==> config.mk <==
export PLATFORM = sky130hd
export DESIGN_NAME = irq_redir_regs
export DESIGN_NICKNAME = d
export VERILOG_FILES = /design/src/rtl/irq_redir_pkg.sv /design/src/rtl/irq_redir_decode.sv /design/src/rtl/irq_redir_entry.sv /design/src/rtl/irq_redir_regs.sv
export SDC_FILE = /design/constraint.sdc
export NUM_CORES = 2
export LEC_CHECK = 0
export ABC_AREA = 1
export BUFFER_PORTS_ARGS = -buffer_cell sky130_fd_sc_hd__buf_2
export CAP_MARGIN = 20
export CORE_AREA = 2 2 689 691
export CTS_CLUSTER_SIZE = 14
export DETAILED_ROUTE_END_ITERATION = 10
export DIE_AREA = 0 0 691 693
export PLACE_DENSITY = 0.31
export SYNTH_ARGS = -nofsm -noshare
export SYNTH_HDL_FRONTEND = slang
export SYNTH_HIERARCHICAL = 1
export SYNTH_SLANG_ARGS = --single-unit
==> constraint.sdc <==
create_clock -name clk_i -period 6 [get_ports clk_i]
set_clock_uncertainty 0.1 [all_clocks]
set_input_delay 0.6 -clock clk_i [delete_from_list [all_inputs] [get_ports clk_i]]
set_output_delay 0.6 -clock clk_i [all_outputs]
set_load 0.05 [all_outputs]
==> src/rtl/irq_redir_pkg.sv <==
package irq_redir_pkg;
  localparam int unsigned ENTRY_W  = 64;
  localparam int unsigned HALF_W   = 32;
  localparam logic [7:0]  OFF_SEL  = 8'h00;
  localparam logic [7:0]  OFF_WIN  = 8'h10;
  localparam logic [31:0] IDX_ID   = 32'd0;
  localparam logic [31:0] IDX_VER  = 32'd1;
  localparam logic [31:0] IDX_ARB  = 32'd2;
  localparam logic [31:0] IDX_TBL  = 32'h10;
  localparam logic [7:0]  VER_CODE = 8'h11;
  localparam int unsigned RIRR_BIT = 14;
  localparam int unsigned TRIG_BIT = 15;
  localparam int unsigned MASK_BIT = 16;
  localparam logic [ENTRY_W-1:0] ENTRY_RST = 64'h1 << MASK_BIT;
endpackage

==> src/rtl/irq_redir_decode.sv <==
module irq_redir_decode
  import irq_redir_pkg::*;
#(
  parameter int unsigned PINS = 24
) (
  input  logic                    clk_i,
  input  logic                    rst_ni,
  input  logic                    bus_we_i,
  input  logic [7:0]              bus_off_i,
  input  logic [3:0]              bus_size_i,
  input  logic [63:0]             bus_wdata_i,
  output logic [31:0]             bus_rdata_o,
  input  logic [PINS*ENTRY_W-1:0] table_i,
  output logic [PINS-1:0]         wr_lo_o,
  output logic [PINS-1:0]         wr_hi_o,
  output logic [HALF_W-1:0]       wdata_o
);
  localparam logic [7:0] VER_PINS = 8'(PINS - 1);

  logic [31:0] sel_q;
  logic [3:0]  id_q;
  logic        wr_ok, sel_wr, win_wr, in_tbl;
  logic [31:0] ent_num;
  logic [31:0] ind_rd;

  assign wr_ok   = bus_we_i && (bus_size_i == 4'd4 || bus_size_i == 4'd8);
  assign sel_wr  = wr_ok && bus_off_i == OFF_SEL;
  assign win_wr  = wr_ok && bus_off_i == OFF_WIN;
  assign wdata_o = bus_wdata_i[HALF_W-1:0];
  assign ent_num = (sel_q - IDX_TBL) >> 1;
  assign in_tbl  = sel_q >= IDX_TBL && ent_num < 32'(PINS);

  always_ff @(posedge clk_i or negedge rst_ni) begin
    if (!rst_ni) begin
      sel_q <= '0;
      id_q  <= '0;
    end else begin
      if (sel_wr) sel_q <= bus_wdata_i[31:0];
      if (win_wr && sel_q == IDX_ID) id_q <= bus_wdata_i[27:24];
    end
  end

  always_comb begin
    wr_lo_o = '0;
    wr_hi_o = '0;
    for (int i = 0; i < PINS; i++) begin
      if (win_wr && in_tbl && ent_num == 32'(i)) begin
        wr_lo_o[i] = ~sel_q[0];
        wr_hi_o[i] = sel_q[0];
      end
    end
  end

  always_comb begin
    ind_rd = '0;
    if (sel_q == IDX_ID || sel_q == IDX_ARB) begin
      ind_rd[27:24] = id_q;
    end else if (sel_q == IDX_VER) begin
      ind_rd = {8'h00, VER_PINS, 8'h00, VER_CODE};
    end else if (in_tbl) begin
      for (int i = 0; i < PINS; i++) begin
        if (ent_num == 32'(i))
          ind_rd = sel_q[0] ? table_i[i*ENTRY_W+HALF_W +: HALF_W]
                            : table_i[i*ENTRY_W +: HALF_W];
      end
    end
  end

  always_comb begin
    unique case (bus_off_i)
      OFF_SEL: bus_rdata_o = sel_q;
      OFF_WIN: bus_rdata_o = ind_rd;
      default: bus_rdata_o = '0;
    endcase
  end

  p_sel_hold_r1: assert property (@(posedge clk_i) disable iff (!rst_ni)
    !(bus_we_i && bus_off_i == OFF_SEL) |=> $stable(sel_q));
  p_id_hold_r2: assert property (@(posedge clk_i) disable iff (!rst_ni)
    !(bus_we_i && bus_off_i == OFF_WIN && sel_q == IDX_ID) |=> $stable(id_q));
  p_one_entry_r5: assert property (@(posedge clk_i) disable iff (!rst_ni)
    $onehot0(wr_lo_o | wr_hi_o));
  p_size_gate_r9: assert property (@(posedge clk_i) disable iff (!rst_ni)
    !(bus_size_i == 4'd4 || bus_size_i == 4'd8) |-> (wr_lo_o | wr_hi_o) == '0);
endmodule

==> src/rtl/irq_redir_entry.sv <==
module irq_redir_entry
  import irq_redir_pkg::*;
(
  input  logic               clk_i,
  input  logic               rst_ni,
  input  logic               wr_lo_i,
  input  logic               wr_hi_i,
  input  logic [HALF_W-1:0]  wdata_i,
  input  logic               rirr_set_i,
  input  logic               pend_i,
  output logic [ENTRY_W-1:0] entry_o,
  output logic               mask_chg_o,
  output logic               mask_val_o,
  output logic               reeval_o
);
  logic [ENTRY_W-1:0] entry_q, entry_d;
  logic               wr;

  assign wr = wr_lo_i | wr_hi_i;

  always_comb begin
    entry_d = entry_q;
    if (wr_lo_i) begin
      entry_d[HALF_W-1:0] = wdata_i;
      entry_d[RIRR_BIT]   = 1'b0;
    end else if (wr_hi_i) begin
      entry_d[ENTRY_W-1:HALF_W] = wdata_i;
    end else if (rirr_set_i) begin
      entry_d[RIRR_BIT] = 1'b1;
    end
  end

  always_ff @(posedge clk_i or negedge rst_ni) begin
    if (!rst_ni) begin
      entry_q    <= ENTRY_RST;
      mask_chg_o <= 1'b0;
      mask_val_o <= 1'b1;
      reeval_o   <= 1'b0;
    end else begin
      entry_q    <= entry_d;
      mask_chg_o <= wr && (entry_d[MASK_BIT] != entry_q[MASK_BIT]);
      mask_val_o <= entry_d[MASK_BIT];
      reeval_o   <= wr && entry_d[TRIG_BIT] && pend_i;
    end
  end

  assign entry_o = entry_q;

  p_rirr_clr_r6: assert property (@(posedge clk_i) disable iff (!rst_ni)
    wr_lo_i |=> !entry_o[RIRR_BIT]);
  p_mask_val_r7: assert property (@(posedge clk_i) disable iff (!rst_ni)
    mask_chg_o |-> mask_val_o == entry_o[MASK_BIT]);
  p_mask_quiet_r7: assert property (@(posedge clk_i) disable iff (!rst_ni)
    !wr |=> !mask_chg_o);
  p_reeval_lvl_r8: assert property (@(posedge clk_i) disable iff (!rst_ni)
    reeval_o |-> entry_o[TRIG_BIT]);
endmodule

==> src/rtl/irq_redir_regs.sv <==
module irq_redir_regs
  import irq_redir_pkg::*;
#(
  parameter int unsigned PINS = 24
) (
  input  logic                    clk_i,
  input  logic                    rst_ni,
  input  logic                    bus_we_i,
  input  logic [7:0]              bus_off_i,
  input  logic [3:0]              bus_size_i,
  input  logic [63:0]             bus_wdata_i,
  output logic [31:0]             bus_rdata_o,
  input  logic [PINS-1:0]         pend_i,
  input  logic [PINS-1:0]         rirr_set_i,
  output logic [PINS*ENTRY_W-1:0] table_o,
  output logic [PINS-1:0]         mask_chg_o,
  output logic [PINS-1:0]         mask_val_o,
  output logic [PINS-1:0]         reeval_o
);
  logic [PINS-1:0]   wr_lo, wr_hi;
  logic [HALF_W-1:0] wdata;

  irq_redir_decode #(.PINS(PINS)) u_dec (
    .clk_i, .rst_ni, .bus_we_i, .bus_off_i, .bus_size_i, .bus_wdata_i,
    .bus_rdata_o, .table_i(table_o), .wr_lo_o(wr_lo), .wr_hi_o(wr_hi),
    .wdata_o(wdata)
  );

  for (genvar g = 0; g < PINS; g++) begin : g_ent
    irq_redir_entry u_ent (
      .clk_i, .rst_ni,
      .wr_lo_i(wr_lo[g]), .wr_hi_i(wr_hi[g]), .wdata_i(wdata),
      .rirr_set_i(rirr_set_i[g]), .pend_i(pend_i[g]),
      .entry_o(table_o[g*ENTRY_W +: ENTRY_W]),
      .mask_chg_o(mask_chg_o[g]), .mask_val_o(mask_val_o[g]),
      .reeval_o(reeval_o[g])
    );
  end
endmodule

==> impl_metrics.toml <==
[power]
irDropWorstVdd_uv = 235
power.total_mw = 25.6
p_per_area_mw_per_mm2 = 225
p_leak_nw = 62.9

[logic_synthesis]
ys_seq_elements = 1620
seq_area_frac_synth = 0.494
yosysTopAreaCell = "dfrtp_1"
synth_edf_count = 0
ys_async_sr_fraction = 1.00
avgSynthCellArea_sq_um = 7.28
synth.area.top_cells = "dfrtp_1 49%, nand2_1 29%, nor2_1 4.6%"
netlist_area_sq_mm = 0.0822
yosys-top-cells-count = "6302 x nand2_1, 1596 x dfrtp_1, 1004 x nor2_1"
ys_types = 43
yosys_warnings = 6
synth.most_common_cell = "nand2_1"
syn_nets = 11400
syn_inst = 11300
yosysTopAreaCellShare = 0.486
yosys_most_used_dff = "dfrtp_1"

[floorplan]
num_rows = 253
core-area_sq_mm = 0.472
die-area_sq_mm = 0.479
start_util = 0.174
die_x_um = 691
die_y_um = 693
io_pins = 1767

[timing]
slew_headroom = 0.239
finalWorstSetupSlack_ns = -0.681
hold_viol = 0
fin_crit_ns = 6.68
slew_viol_final = 0
period_share = 1.11
setup_tns_ns = -17.63
worst_pin_slew_ns = 1.14
setup_violations = 32
grt_setup_unrepaired = "true"
fmax_mhz = 150

[min_path]
hold_class = "in -> reg"
min_path_cells = 3
hp-start = "bus_wdata_i[17]"
worst_hold_path.endpoint = "g_ent[0].u_ent/entry_o[49]"

[detailed_routing]
drc_errors = 0
viasPerCell = 4.41
finalWirelength_um = 634000
firstDrtPassIters = 6
drtAntennaViolNets = 0
vias = 86900
drtIter0Drc = 7695
wl_per_cell_um = 32.2

[final_layout]
drive_gt1_frac = 0.278
area_growth_pct = 38.2
finish.net_count = 13400
finalNonFillerCells = 19700

[worst_setup_path]
critPathSlowestCell = "dfrtp_1"
crit_top_cell = "nand2_4"
regToRegSetupSlack_ns = 0.79
end_kind = "output pin"
timing_worst_setup_path_type = "reg -> out"
cp-start-kind = "flop"
reg2reg_from = "u_dec/sel_q[5]"
reg2reg_depth = 20
critPathArrivalTime_ns = 5.98
required_ns = 5.30
r2r_end = "g_ent[21].u_ent/entry_o[59]"
cpPeakStageDelay_ns = 0.40
path_max_fanout = 6

[clocking]
clock_sinks = 1620
h-tree-depth = 4
clk_pin_slew_ns = 0.06
cts_tree = "built"
cts_buffer_depth = 4
root_buffer = "clkbuf_16"
clkLatencyLatePin_ns = 0.90
cts_inserted_buffers = 218

[global_routing]
grt_max_degree = 133
overflow = 0
antenna_found_initial = 48
grt_usage = 0.254
grt_pass1_vias = 83400
grt_pass1_wl_um = 829000

[placed_design]
portBuffers = 1734
gp_congestion = 0.880
post-place-ws_ns = -0.941
place_inst = 19200
dp_hpwl_um = 467000

[job]
drv_cap = 0

[run_status]
outcome = "finished with violations"
violations = "negative setup slack"
-- report_power, final --
group	leakage, nW	internal (mW)	switching (mW)
Combinational	37.2	0.145	0.932
Sequential	22.2	10.9	0.00219
Clock	3.50	7.75	5.83
-- metrics by stage --
stage / hold WS [ns] / util / instance area [sq um]
3_5_place_dp: 0.378 / 0.213 / 100000
6_report: 0.0893 / 0.241 / 114000
5_1_grt: 0.0600 / 0.240 / 114000
3_3_place_gp: 0.379 / 0.212 / 100000
2_1_floorplan: 0.204 / - / 82200
4_1_cts: 0.0125 / 0.235 / 111000
-- cell usage in the layout (no fill, tap or decap), types with 18 or more instances in the layout --
cell / n
nand2_8: 30
nand2_1: 5738
o31ai_2: 23
mux2i_1: 18
nor3_1: 28
nand2_2: 232
nor2_8: 25
nand3_2: 32
a31oi_1: 214
nor2_1: 988
nand3_4: 40
or2_2: 77
buf_8: 32
a21oi_1: 157
dfstp_2: 24
o31ai_4: 29
inv_1: 362
clkinv_2: 28
clkbuf_1: 70
buf_6: 50
o31ai_1: 84
buf_12: 110
nand3_1: 86
clkbuf_8: 59
buf_4: 525
inv_2: 64
nor3_2: 28
inv_4: 26
buf_2: 1669
o211ai_1: 68
o21ai_1: 24
nor2_4: 23
dlygate4sd3_1: 65
o21ai_0: 160
nand2_4: 328
clkbuf_16: 223
dfrtp_1: 1595
nand4_1: 33
-- metal layers --
metal / GRT usage / vias up / share of wire
met5: 0 / - / 0.000051
li1: - / 38800 / -
met1: 0.320 / 43900 / 0.42
met2: 0.423 / 3335 / 0.47
met3: 0.0443 / 798 / 0.056
met4: 0.115 / 6 / 0.057
-- what timing repair did --
item	4_1_cts	5_1_grt
endpoints found under the hold margin	199	0
hold buffers	65	0
setup buffers	10	34
resized for setup	772	566
pin swaps	124	223
endpoints found under the setup margin	32	32
gates cloned	5	3
-- registers in the layout (all words and copies together), names as in the netlist --
| signal | flops |
|---|---|
| g_ent.u_ent/entry_o | 1536 |
| u_dec/sel_q | 32 |
| g_ent.u_ent/mask_chg_o | 24 |
| g_ent.u_ent/reeval_o | 24 |
| u_dec/id_q | 4 |
-- final cells by class --
type / instances / area, sq um
timing repair inverter: 1 / 7.51
tap: 6247 / 7820
fill: 52700 / 359000
clock buffer: 348 / 6570
multi-input combinational: 8504 / 39900
inverter: 460 / 1830
timing repair buffer: 2457 / 16300
sequential: 1620 / 40600
antenna: 11 / 27.5
clock inverter: 48 / 548
-- how the worst max path moves through the flow --
| stage | depth (start not counted) | start | end |
|---|---|---|---|
| finish | 40 | u_dec/sel_q[5] | bus_rdata_o[31] |
| floorplan | 36 | u_dec/sel_q[4] | bus_rdata_o[23] |
| detailed placement | 41 | u_dec/sel_q[5] | bus_rdata_o[18] |
| global route | 44 | u_dec/sel_q[5] | bus_rdata_o[8] |
| global placement | 41 | u_dec/sel_q[5] | bus_rdata_o[18] |
| CTS | 45 | u_dec/sel_q[5] | bus_rdata_o[2] |
-- worst max-delay path: cells and delay by family (launching register included) --
family / cells / cell delay, ns
AOI/OAI and AO/OA: 1 / 0.19
buffers and inverters: 12 / 1.56
and+or+nand+nor: 27 / 2.84
DFF: 1 / 0.40
-- cells by family (layout without fill, tap and decap cells) --
| group | Yosys count | after routing | synth area share |
|---|---|---|---|
| AO/OA/AOI/OAI | 768 | 768 | 0.0563 |
| XOR/XNOR | 4 | 4 | 0.000426 |
| adder cells (fa/ha/maj) | 1 | 1 | 0.000152 |
| buffers and inverters | 1162 | 3314 | 0.0790 |
| flip-flops | 1620 | 1620 | 0.494 |
| multiplexers | 19 | 19 | 0.00233 |
| other | 0 | 11 | 0 |
| AND/OR/NAND/NOR | 7711 | 7712 | 0.368 |
Power figures use the tool's default switching activity.
